**config.mk**
```make
export PLATFORM = sky130hd
export DESIGN_NAME = arb2_bus_arbiter
export DESIGN_NICKNAME = d
export VERILOG_FILES = /design/src/rtl/arb2_pkg.sv /design/src/rtl/arb2_grant_chain.sv /design/src/rtl/arb2_level_select.sv /design/src/rtl/arb2_tenure.sv /design/src/rtl/arb2_bus_arbiter.sv
export SDC_FILE = /design/constraint.sdc
export NUM_CORES = 1
export LEC_CHECK = 0
export BUFFER_PORTS_ARGS = -buffer_cell sky130_fd_sc_hd__buf_2
export CAP_MARGIN = 25
export CORE_AREA = 2 2 39 41
export CTS_CLUSTER_SIZE = 14
export DETAILED_ROUTE_END_ITERATION = 12
export DIE_AREA = 0 0 41 43
export PLACE_DENSITY = 0.58
export SYNTH_ARGS = -nofsm -noshare
export SYNTH_HDL_FRONTEND = slang
export SYNTH_SLANG_ARGS = --single-unit
export TNS_END_PERCENT = 50
```
**constraint.sdc**
```tcl
create_clock -name clk -period 1.18 [get_ports clk]
set_clock_uncertainty 0.15 [all_clocks]
set_input_delay 0.295 -clock clk [delete_from_list [all_inputs] [get_ports clk]]
set_output_delay 0.295 -clock clk [all_outputs]
set_load 0.02 [all_outputs]
```
**src/rtl/arb2_pkg.sv**
```systemverilog
`timescale 1ns/1ps
package arb2_pkg;
  typedef enum logic {
    LVL_LO = 1'b0,
    LVL_HI = 1'b1
  } lvl_e;

  typedef enum logic {
    ST_IDLE  = 1'b0,
    ST_OWNED = 1'b1
  } ten_st_e;

  localparam int unsigned NUM_LVL = 2;
endpackage

```
**src/rtl/arb2_grant_chain.sv**
```systemverilog
`timescale 1ns/1ps
// Daisy chain of one priority level: the grant enters at node 0 and is
// absorbed by the first requesting node.
module arb2_grant_chain #(
  parameter int unsigned N_DEV = 4
) (
  input  logic             clk,
  input  logic             rst_n,
  input  logic             grant_line,
  input  logic [N_DEV-1:0] req,
  output logic [N_DEV-1:0] take,
  output logic             pass_out
);
  logic [N_DEV:0] link;

  assign link[0] = grant_line;

  for (genvar i = 0; i < N_DEV; i++) begin : g_node
    assign take[i]   = link[i] & req[i];
    assign link[i+1] = link[i] & ~req[i];
  end

  assign pass_out = link[N_DEV];

  a_r4_single_taker: assert property (@(posedge clk) disable iff (!rst_n)
    $onehot0(take));

  for (genvar k = 1; k < N_DEV; k++) begin : g_chk
    // a node further down takes only if no nearer node asks
    a_r4_nearest_first: assert property (@(posedge clk) disable iff (!rst_n)
      take[k] |-> (req[k-1:0] == '0));
  end
endmodule

```
**src/rtl/arb2_level_select.sv**
```systemverilog
`timescale 1ns/1ps
// Picks which level's grant line is driven while the bus is free.
module arb2_level_select (
  input  logic clk,
  input  logic rst_n,
  input  logic idle,
  input  logic lvl_req_hi,
  input  logic lvl_req_lo,
  output logic gl_hi,
  output logic gl_lo
);
  logic hi_win;
  logic lo_win;

  always_comb begin
    hi_win = 1'b0;
    lo_win = 1'b0;
    if (idle) begin
      if (lvl_req_hi) begin
        hi_win = 1'b1;
      end else if (lvl_req_lo) begin
        lo_win = 1'b1;
      end
    end
  end

  assign gl_hi = hi_win;
  assign gl_lo = lo_win;

  a_r3_high_level_first: assert property (@(posedge clk) disable iff (!rst_n)
    (idle && lvl_req_hi) |-> (gl_hi && !gl_lo));

  a_r5_no_line_when_owned: assert property (@(posedge clk) disable iff (!rst_n)
    !idle |-> !(gl_hi || gl_lo));
endmodule

```
**src/rtl/arb2_tenure.sv**
```systemverilog
`timescale 1ns/1ps
// Holds the current owner from grant until release.
module arb2_tenure
  import arb2_pkg::*;
#(
  parameter int unsigned N_DEV = 4
) (
  input  logic             clk,
  input  logic             rst_n,
  input  logic [N_DEV-1:0] take_hi,
  input  logic [N_DEV-1:0] take_lo,
  input  logic             rel,
  output logic             idle,
  output logic [N_DEV-1:0] gnt_hi,
  output logic [N_DEV-1:0] gnt_lo,
  output logic             busy
);
  ten_st_e          st_q, st_d;
  lvl_e             lvl_q, lvl_d;
  logic [N_DEV-1:0] own_q, own_d;
  logic             load_en;
  logic             clr_en;
  logic             upd_en;
  logic             any_take_hi;
  logic             any_take_lo;

  assign any_take_hi = |take_hi;
  assign any_take_lo = |take_lo;
  assign load_en     = (st_q == ST_IDLE) && (any_take_hi || any_take_lo);
  assign clr_en      = (st_q == ST_OWNED) && rel;
  assign upd_en      = load_en || clr_en;

  always_comb begin
    st_d  = st_q;
    lvl_d = lvl_q;
    own_d = own_q;
    if (load_en) begin
      st_d = ST_OWNED;
      if (any_take_hi) begin
        lvl_d = LVL_HI;
        own_d = take_hi;
      end else begin
        lvl_d = LVL_LO;
        own_d = take_lo;
      end
    end else if (clr_en) begin
      st_d  = ST_IDLE;
      lvl_d = LVL_LO;
      own_d = '0;
    end
  end

  always_ff @(posedge clk or negedge rst_n) begin
    if (!rst_n) begin
      st_q  <= ST_IDLE;
      lvl_q <= LVL_LO;
      own_q <= '0;
    end else if (upd_en) begin
      st_q  <= st_d;
      lvl_q <= lvl_d;
      own_q <= own_d;
    end
  end

  assign idle   = (st_q == ST_IDLE);
  assign busy   = (st_q == ST_OWNED);
  assign gnt_hi = (busy && lvl_q == LVL_HI) ? own_q : '0;
  assign gnt_lo = (busy && lvl_q == LVL_LO) ? own_q : '0;

  a_r8_one_grant_owned: assert property (@(posedge clk) disable iff (!rst_n)
    busy |-> ($countones({gnt_hi, gnt_lo}) == 1));

  a_r8_none_idle: assert property (@(posedge clk) disable iff (!rst_n)
    !busy |-> ({gnt_hi, gnt_lo} == '0));

  a_r5_hold_tenure: assert property (@(posedge clk) disable iff (!rst_n)
    (busy && !rel) |=> ($stable(gnt_hi) && $stable(gnt_lo) && busy));

  a_r6_release_clears: assert property (@(posedge clk) disable iff (!rst_n)
    (busy && rel) |=> !busy);

  a_r2_grant_next: assert property (@(posedge clk) disable iff (!rst_n)
    (!busy && (any_take_hi || any_take_lo)) |=> busy);

  a_r7_idle_stays: assert property (@(posedge clk) disable iff (!rst_n)
    (!busy && !any_take_hi && !any_take_lo) |=> !busy);
endmodule

```
**src/rtl/arb2_bus_arbiter.sv**
```systemverilog
`timescale 1ns/1ps
module arb2_bus_arbiter
  import arb2_pkg::*;
#(
  parameter int unsigned N_DEV    = 4,
  parameter int unsigned SYNC_STG = 2
) (
  input  logic             clk,
  input  logic             rst_n,
  input  logic [N_DEV-1:0] req_hi,
  input  logic [N_DEV-1:0] req_lo,
  input  logic             rel,
  output logic [N_DEV-1:0] gnt_hi,
  output logic [N_DEV-1:0] gnt_lo,
  output logic             busy
);
  localparam int unsigned LVL_W = NUM_LVL;

  // reset: asserted at once, removed on a clock edge
  logic [SYNC_STG-1:0] rst_sync_q;
  logic                rst_n_s;

  always_ff @(posedge clk or negedge rst_n) begin
    if (!rst_n) begin
      rst_sync_q <= '0;
    end else begin
      rst_sync_q <= {rst_sync_q[SYNC_STG-2:0], 1'b1};
    end
  end
  assign rst_n_s = rst_sync_q[SYNC_STG-1];

  logic [N_DEV-1:0] req_lvl  [LVL_W];
  logic [N_DEV-1:0] take_lvl [LVL_W];
  logic [LVL_W-1:0] lvl_line_req;
  logic [LVL_W-1:0] lvl_line_gnt;
  logic [LVL_W-1:0] lvl_pass;
  logic             idle;

  assign req_lvl[LVL_LO] = req_lo;
  assign req_lvl[LVL_HI] = req_hi;

  for (genvar l = 0; l < LVL_W; l++) begin : g_lvl
    assign lvl_line_req[l] = |req_lvl[l];

    arb2_grant_chain #(.N_DEV(N_DEV)) u_chain (
      .clk        (clk),
      .rst_n      (rst_n_s),
      .grant_line (lvl_line_gnt[l]),
      .req        (req_lvl[l]),
      .take       (take_lvl[l]),
      .pass_out   (lvl_pass[l])
    );

    // a driven grant line always finds a taker because the line only rises on a request
    a_r2_line_absorbed: assert property (@(posedge clk) disable iff (!rst_n_s)
      lvl_line_gnt[l] |-> !lvl_pass[l]);
  end

  arb2_level_select u_sel (
    .clk        (clk),
    .rst_n      (rst_n_s),
    .idle       (idle),
    .lvl_req_hi (lvl_line_req[LVL_HI]),
    .lvl_req_lo (lvl_line_req[LVL_LO]),
    .gl_hi      (lvl_line_gnt[LVL_HI]),
    .gl_lo      (lvl_line_gnt[LVL_LO])
  );

  arb2_tenure #(.N_DEV(N_DEV)) u_ten (
    .clk     (clk),
    .rst_n   (rst_n_s),
    .take_hi (take_lvl[LVL_HI]),
    .take_lo (take_lvl[LVL_LO]),
    .rel     (rel),
    .idle    (idle),
    .gnt_hi  (gnt_hi),
    .gnt_lo  (gnt_lo),
    .busy    (busy)
  );

  a_r3_low_blocked: assert property (@(posedge clk) disable iff (!rst_n_s)
    (!busy && (req_hi != '0)) |=> (gnt_lo == '0));
endmodule

```
==> results.md, run 1 <==
- Status: finished, violations left
- Failing checks: setup timing
- Post-synth EDFFs: 0
- Input/output buffers: 19
- Fillers: ~110
- Worst path arrival time: roughly 1.1 ns
- Hold Crit Class: primary input to register
- Tot GR Track Use: 0.178
- Max Cap Viol: 0
- Critical path launch point type: register
- Core occupancy in the finished layout: 0.626
- Share of cells above drive strength 1: 0.632
- Clock transition at the registers of the reported paths: around 0.060 ns
- VDD IR max: 0.593 mV
- Floorplan Core Area: between 1000 and 1500 sq um
- Final setup margin: -0.373 ns
- Area grow syn2layout: 92.2%
- Max Clock Freq: 644 MHz
- Die height: roughly 43 um
- Static leakage: roughly 0.41 nW
- Vias in the first global route: between 500 and 600
- Final min period: 1.55 ns
- Initial DRC Count: 13
- Nets: 100
- Unique masters post-synth: 23
- H-tree level count: 1
- CTS Buf Count: 3
- Synth warn: 0
- Critical Path RT: 0.73 ns
- Final WL: ~1300 um
- Hold slack final: roughly 0.13 ns
- Fraction of registers with async set/reset: 1.00
- Syn_nets: 60
- Final Setup Violations: 15
- Antenna Nets Post-Route: 0
- Primary FF master, synth: dfrtp_1
- Total Power: between 0.7 and 0.8 mW
- Multi-input logic area: between 300 and 400 sq um
- WL/cell: about 12 um
- Post-DP HPWL: between 900 and 1000 um
- Bufs on Longest Clock Path: 2
- Most frequent cells in the layout: buf_4, buf_2, buf_6
- Setup WS pre-CTS: -0.228 ns
- Syn avg cell area: about 9.2 sq um
- Pin count of the biggest net entering global routing: 7
- Critical path endpoint category: primary output
- Skew-Pair Late Insertion Delay: around 0.24 ns
- Rows: 14
- Tcrit/Tclk final: 1.32
- Mapped Cells: between 40 and 50
- First-pass GRT wire length: between 2000 and 2500 um
- Commonest non-fill, non-tap cell in the layout: buf_4
- Netlist Area Pre-Place: about 450 sq um
- Gr ovfl total: 0
- Storage cell area: roughly 200 sq um
- Gpl congestion: 0.795
- Worst-path maximum fanout: 4
- Setup TNS: -3.92 ns
- RSZ-0062 raised after global routing: true
- I/O pin count: 20
- Seq/Total Area, Yosys: 0.444
- WS Path Type: register to primary output
- N_diodes: 0
- Yosys reg bits: 8
- CTS tree: built
- Pins Over Slew Limit: 0
- Initial antenna violation count: 0
- Clock Tree Root: clkbuf_4
- Power per Cell Area: ~850 nW/um^2
- Initial Util: 0.325
- First drt pass iteration count: 4
- Die ar.: around 1800 sq um
- Clk sinks: 8
- DR DRC count: 0
- Final hold viol count: 0
- Vias per cell: roughly 5.2
- Die width: between 40 and 50 um
- Routed via count: 540
metal layers:
layer  GRT usage  part of all wire  routed length, um
met4      0.0867             0.017                 22
met3      0.0209             0.047                 60
met1       0.197              0.38                476
met2       0.309              0.56                710
met5           0                 0                  0
cells by family (layout without fill, tap and decap cells):
family / count (synthesis) / count (layout) / synth area share
simple gates: 21 / 21 / 0.314
buf+inv: 7 / 45 / 0.0611
compound gates: 12 / 12 / 0.172
other cells: 1 / 1 / 0.00833
flops: 8 / 8 / 0.444
where the power goes:
group          internal (mW)  leakage [nW]  total (mW)  switching, mW
clock network          0.116        0.0138       0.205         0.0885
logic                  0.109         0.294       0.227          0.118
registers              0.293        0.0982       0.307         0.0142
total                  0.518         0.406       0.739          0.221
cell usage after synthesis, types with 2 or more instances:
cell / instances / area share
dfrtp_1: 8 / 0.44
inv_1: 6 / 0.050
and3_1: 5 / 0.069
nor3_1: 4 / 0.044
a31oi_1: 3 / 0.042
nand2_1: 2 / 0.017
nor2_1: 2 / 0.017
nor4_1: 2 / 0.028
nor4b_1: 2 / 0.039
o21ai_1: 2 / 0.022
metrics by stage:
step	cells	instance area, sq um
after floorplan	49	531
after global placement	96	732
after detailed placement	96	732
after CTS	102	856
after global routing	103	866
final	103	866
worst paths after layout:
kind	startpoint	cells after the start	endpoint	slack, ns
setup reg to reg	u_ten.busy	4	u_ten.lvl_q	-0.17
setup / recovery	u_ten.lvl_q	3	gnt_hi[3]	-0.37
hold reg to reg	rst_sync_q[0]	0	rst_sync_q[1]	0.20
min in group asynchronous	rst_n	2	rst_sync_q[1]	0.22
hold / removal	rel	2	u_ten.busy	0.13
max in group asynchronous	rst_sync_q[1]	1	u_ten.busy	0.15
repair_timing:
item | CTS | global route
endpoints found under the hold margin | 8 | 0
buffers inserted | 1 | 1
resized for setup | 19 | 1
hold buffers | 2 | 0
pin swaps | 5 | 2
setup endpoints to repair | 15 | 15
sequential cells by signal, indices dropped and copies added (netlist names):
name and flops:
rst_sync_q 2, u_ten.busy 1, u_ten.lvl_q 1, u_ten.own_q 4
final cells by class:
type | count | share of cell area
multi-input combinational | 34 | 0.370
timing repair buffer | 36 | 0.318
sequential | 8 | 0.234
inverter | 6 | 0.0289
clock buffer | 3 | 0.0260
tap | 16 | 0.0231
critical path, stage by stage, from the launching register on:
cell	delay, ns
dfrtp_2	0.43
buf_6	0.14
and3_4	0.17
buf_6	0.12
No activity file was read; power rests on OpenSTA's default activity.
==> run 2, diff against run 1 <==
--- a/config.mk
+++ b/config.mk
@@ -7,11 +7,14 @@
 export LEC_CHECK = 0
 export BUFFER_PORTS_ARGS = -buffer_cell sky130_fd_sc_hd__buf_2
 export CAP_MARGIN = 25
-export CORE_AREA = 2 2 39 41
+export CELL_PAD_IN_SITES_DETAIL_PLACEMENT = 0
+export CELL_PAD_IN_SITES_GLOBAL_PLACEMENT = 1
+export CORE_MARGIN = 2
+export CORE_UTILIZATION = 31
 export CTS_CLUSTER_SIZE = 14
 export DETAILED_ROUTE_END_ITERATION = 12
-export DIE_AREA = 0 0 41 43
-export PLACE_DENSITY = 0.58
+export PLACE_DENSITY = 0.71
+export SKIP_CTS_REPAIR_TIMING = 1
 export SYNTH_ARGS = -nofsm -noshare
 export SYNTH_HDL_FRONTEND = slang
 export SYNTH_SLANG_ARGS = --single-unit
==> run 2 against run 1 <==
Global-route usage is 3.3 points lower. First-iteration DRC count is 77% lower. Combinational power is 2% higher. Critical path depth stayed put. Wire length is 0.87% lower. Sequential share of layout area is 0.50 points lower. Non-clock buffer count is 2 higher. Total power is 4.2% higher. The flow finishes with violations (hold timing, setup timing). Critical endpoint is now gnt_lo[1].
==> results.md, run 2 (synthesis gave the netlist of run 1 again) <==
- Critical path's slowest cell: dfrtp_2 (unchanged)
- H-tree level count: 1 (unchanged)
- Commonest non-fill, non-tap cell in the layout: buf_4 (unchanged)
- Post-DP HPWL: 980 um (was 976 um)
- Pins Over Slew Limit: 0 (unchanged)
- Routed via count: 531 (was 540)
- Placed inst area: 753 sq um (was 732 sq um)
- Vias in the first global route: 470 (was 521)
- Critical path endpoint category: primary output (unchanged)
- DR DRC count: 0 (unchanged)
- Antenna Nets Post-Route: 0 (unchanged)
- I/O pin count: 20 (unchanged)
- Initial DRC Count: 3 (was 13)
- Power per Cell Area: 870 nW/um^2 (was 854 nW/um^2)
- WL/cell: 12.0 um (was 12.3 um)
- Input/output buffers: 19 (unchanged)
- Most frequent cell on the critical path: buf_6 (unchanged)
- Final WL: 1260 um (was 1270 um)
- Nets: 102 (was 100)
- Skew-Pair Late Insertion Delay: 0.26 ns (was 0.24 ns)
- Top Registers: u_ten.own_q: 4 flops, rst_sync_q: 2 flops (unchanged)
- Critical Path RT: 0.73 ns (about the same)
- Failing checks: hold timing, setup timing (was setup timing)
- Pin count of the biggest net entering global routing: 11 (was 7)
- Initial antenna violation count: 0 (unchanged)
- Fin area: 885 sq um (was 866 sq um)
- Most frequent cells in the layout: buf_4, buf_2, buf_6 (unchanged)
- Clock transition at the registers of the reported paths: 0.06 ns (about the same)
- First drt pass iteration count: 3 (was 4)
- Gr ovfl total: 0 (unchanged)
- Clock Tree Root: clkbuf_4 (unchanged)
- RSZ-0062 raised after global routing: true (unchanged)
- Comb pwr share: 0.302 (was 0.307)
- Gpl congestion: 0.774 (was 0.795)
- Floorplan Core Area: 1330 sq um (was 1380 sq um)
- Hold Crit Class: register to async pin (was primary input to register)
- Worst-path maximum fanout: 6 (was 4)
- NetSw: 0.230 mW (was 0.221 mW)
- Final Setup Violations: 15 (unchanged)
- Static leakage: 0.416 nW (was 0.406 nW)
- Worst path arrival time: 1.13 ns (was 1.11 ns)
- Largest stage delay, worst path: 0.46 ns (was 0.43 ns)
- Max Cap Viol: 0 (unchanged)
- Worst r2r src: u_ten.busy (unchanged)
- Critical path launch point type: register (unchanged)
- Max reg flops: 4 (unchanged)
- Tot GR Track Use: 0.144 (was 0.178)
- Largest Register: u_ten.own_q (unchanged)
- Initial Util: 0.338 (was 0.325)
- Die ar.: 1770 sq um (was 1760 sq um)
- Bufs on Longest Clock Path: 2 (unchanged)
- Switching part of the total: 0.298 (was 0.299)
- First-pass GRT wire length: 1880 um (was 2100 um)
- P_int: 0.540 mW (was 0.518 mW)
- Clock power frac: 0.291 (was 0.277)
- Die width: 42.1 um (was 41 um)
- Reg2reg end: u_ten.own_q[2] (was u_ten.lvl_q)
- CTS Buf Count: 3 (unchanged)
- CTS tree: built (unchanged)
- Vias per cell: 5.06 (was 5.24)
- N_diodes: 0 (unchanged)
- Clk sinks: 8 (unchanged)
- CP Cell Sequence: buf_6 > and3_4 > buf_6 (unchanged)
- Share of cells above drive strength 1: 0.633 (was 0.632)
- R2r setup slk: -0.26 ns (was -0.17 ns)
- Hold slack final: -0.0707 ns (was 0.125 ns)
- Rows: 13 (was 14)
- Core occupancy in the finished layout: 0.663 (was 0.626)
- Final setup margin: -0.393 ns (was -0.373 ns)
- WS Path Type: register to primary output (unchanged)
- R2r worst-path depth: 5 (was 4)
- Final hold viol count: 6 (was 0)
- Max Clock Freq: 636 MHz (was 644 MHz)
- VDD IR max: 0.547 mV (was 0.593 mV)
- Final min period: 1.57 ns (was 1.55 ns)
- Part of the power in registers: 0.408 (was 0.416)
- Tcrit/Tclk final: 1.33 (was 1.32)
- Status: finished, violations left (unchanged)
- Die height: 42.1 um (was 43 um)
- Total Power: 0.770 mW (was 0.739 mW)
- Area grow syn2layout: 96.4% (was 92.2%)
[run 2: changes by cell type in the layout (fill, tap and decap cells not counted)]
cell,delta
clkbuf_1,+1
dlygate4sd3_1,-1
buf_6,+1
inv_4,+1
buf_2,-1
o31ai_2,-1
buf_4,+3
inv_2,-1
o31ai_1,+1
[run 2: worst max path at each step]
stage / start / end
finish: u_ten.busy / gnt_lo[1]
global route: u_ten.busy / gnt_lo[0]
CTS: u_ten.busy / gnt_lo[1]
detailed placement: req_hi[0] / u_ten.lvl_q
global placement: u_ten.busy / u_ten.own_q[2]
floorplan: u_ten.busy / u_ten.own_q[1]
[run 2: through the flow]
step	instances	hold slack, ns	setup TNS [ns]	worst slack [ns]
after floorplan	49	-0.151	-0.957	-0.0911
after global placement	98	-0.0698	-2.22	-0.193
after detailed placement	98	-0.0660	-2.41	-0.212
after CTS	102	-0.334	-4.80	-0.470
after global routing	105	-0.0334	-5.10	-0.435
final	105	-0.0707	-4.35	-0.393
[run 2: worst max-delay path, delay by kind of cell (launching register included)]
kind	cells	cell delay [ns]
buffers and inverters	2	0.25
and+or+nand+nor	1	0.16
DFF	1	0.46
[run 2: final cells by class]
type                       instances  area (sq um)
clock buffer                       4          26.3
fill                             103           449
inverter                           6          27.5
multi-input combinational         34           315
sequential                         8           203
tap                               15          18.8
timing repair buffer              38           294
[run 2: power by group through the flow]
| stage | Clock (mW) | Sequential [mW] | Combinational (mW) |
|---|---|---|---|
| after floorplan | 0 | 0.319 | 0.0883 |
| after global placement | 0 | 0.317 | 0.191 |
| after detailed placement | 0 | 0.318 | 0.192 |
| after CTS | 0.233 | 0.313 | 0.193 |
| after global routing | 0.253 | 0.317 | 0.252 |
| final | 0.224 | 0.314 | 0.232 |
[run 2: per-layer routing]
metal	vias to the layer above	GRT usage	wire, um
met2	14	0.228	682
li1	268	-	-
met4	0	0.0938	19
met5	-	0	0
met3	2	0.0388	33
met1	247	0.171	523
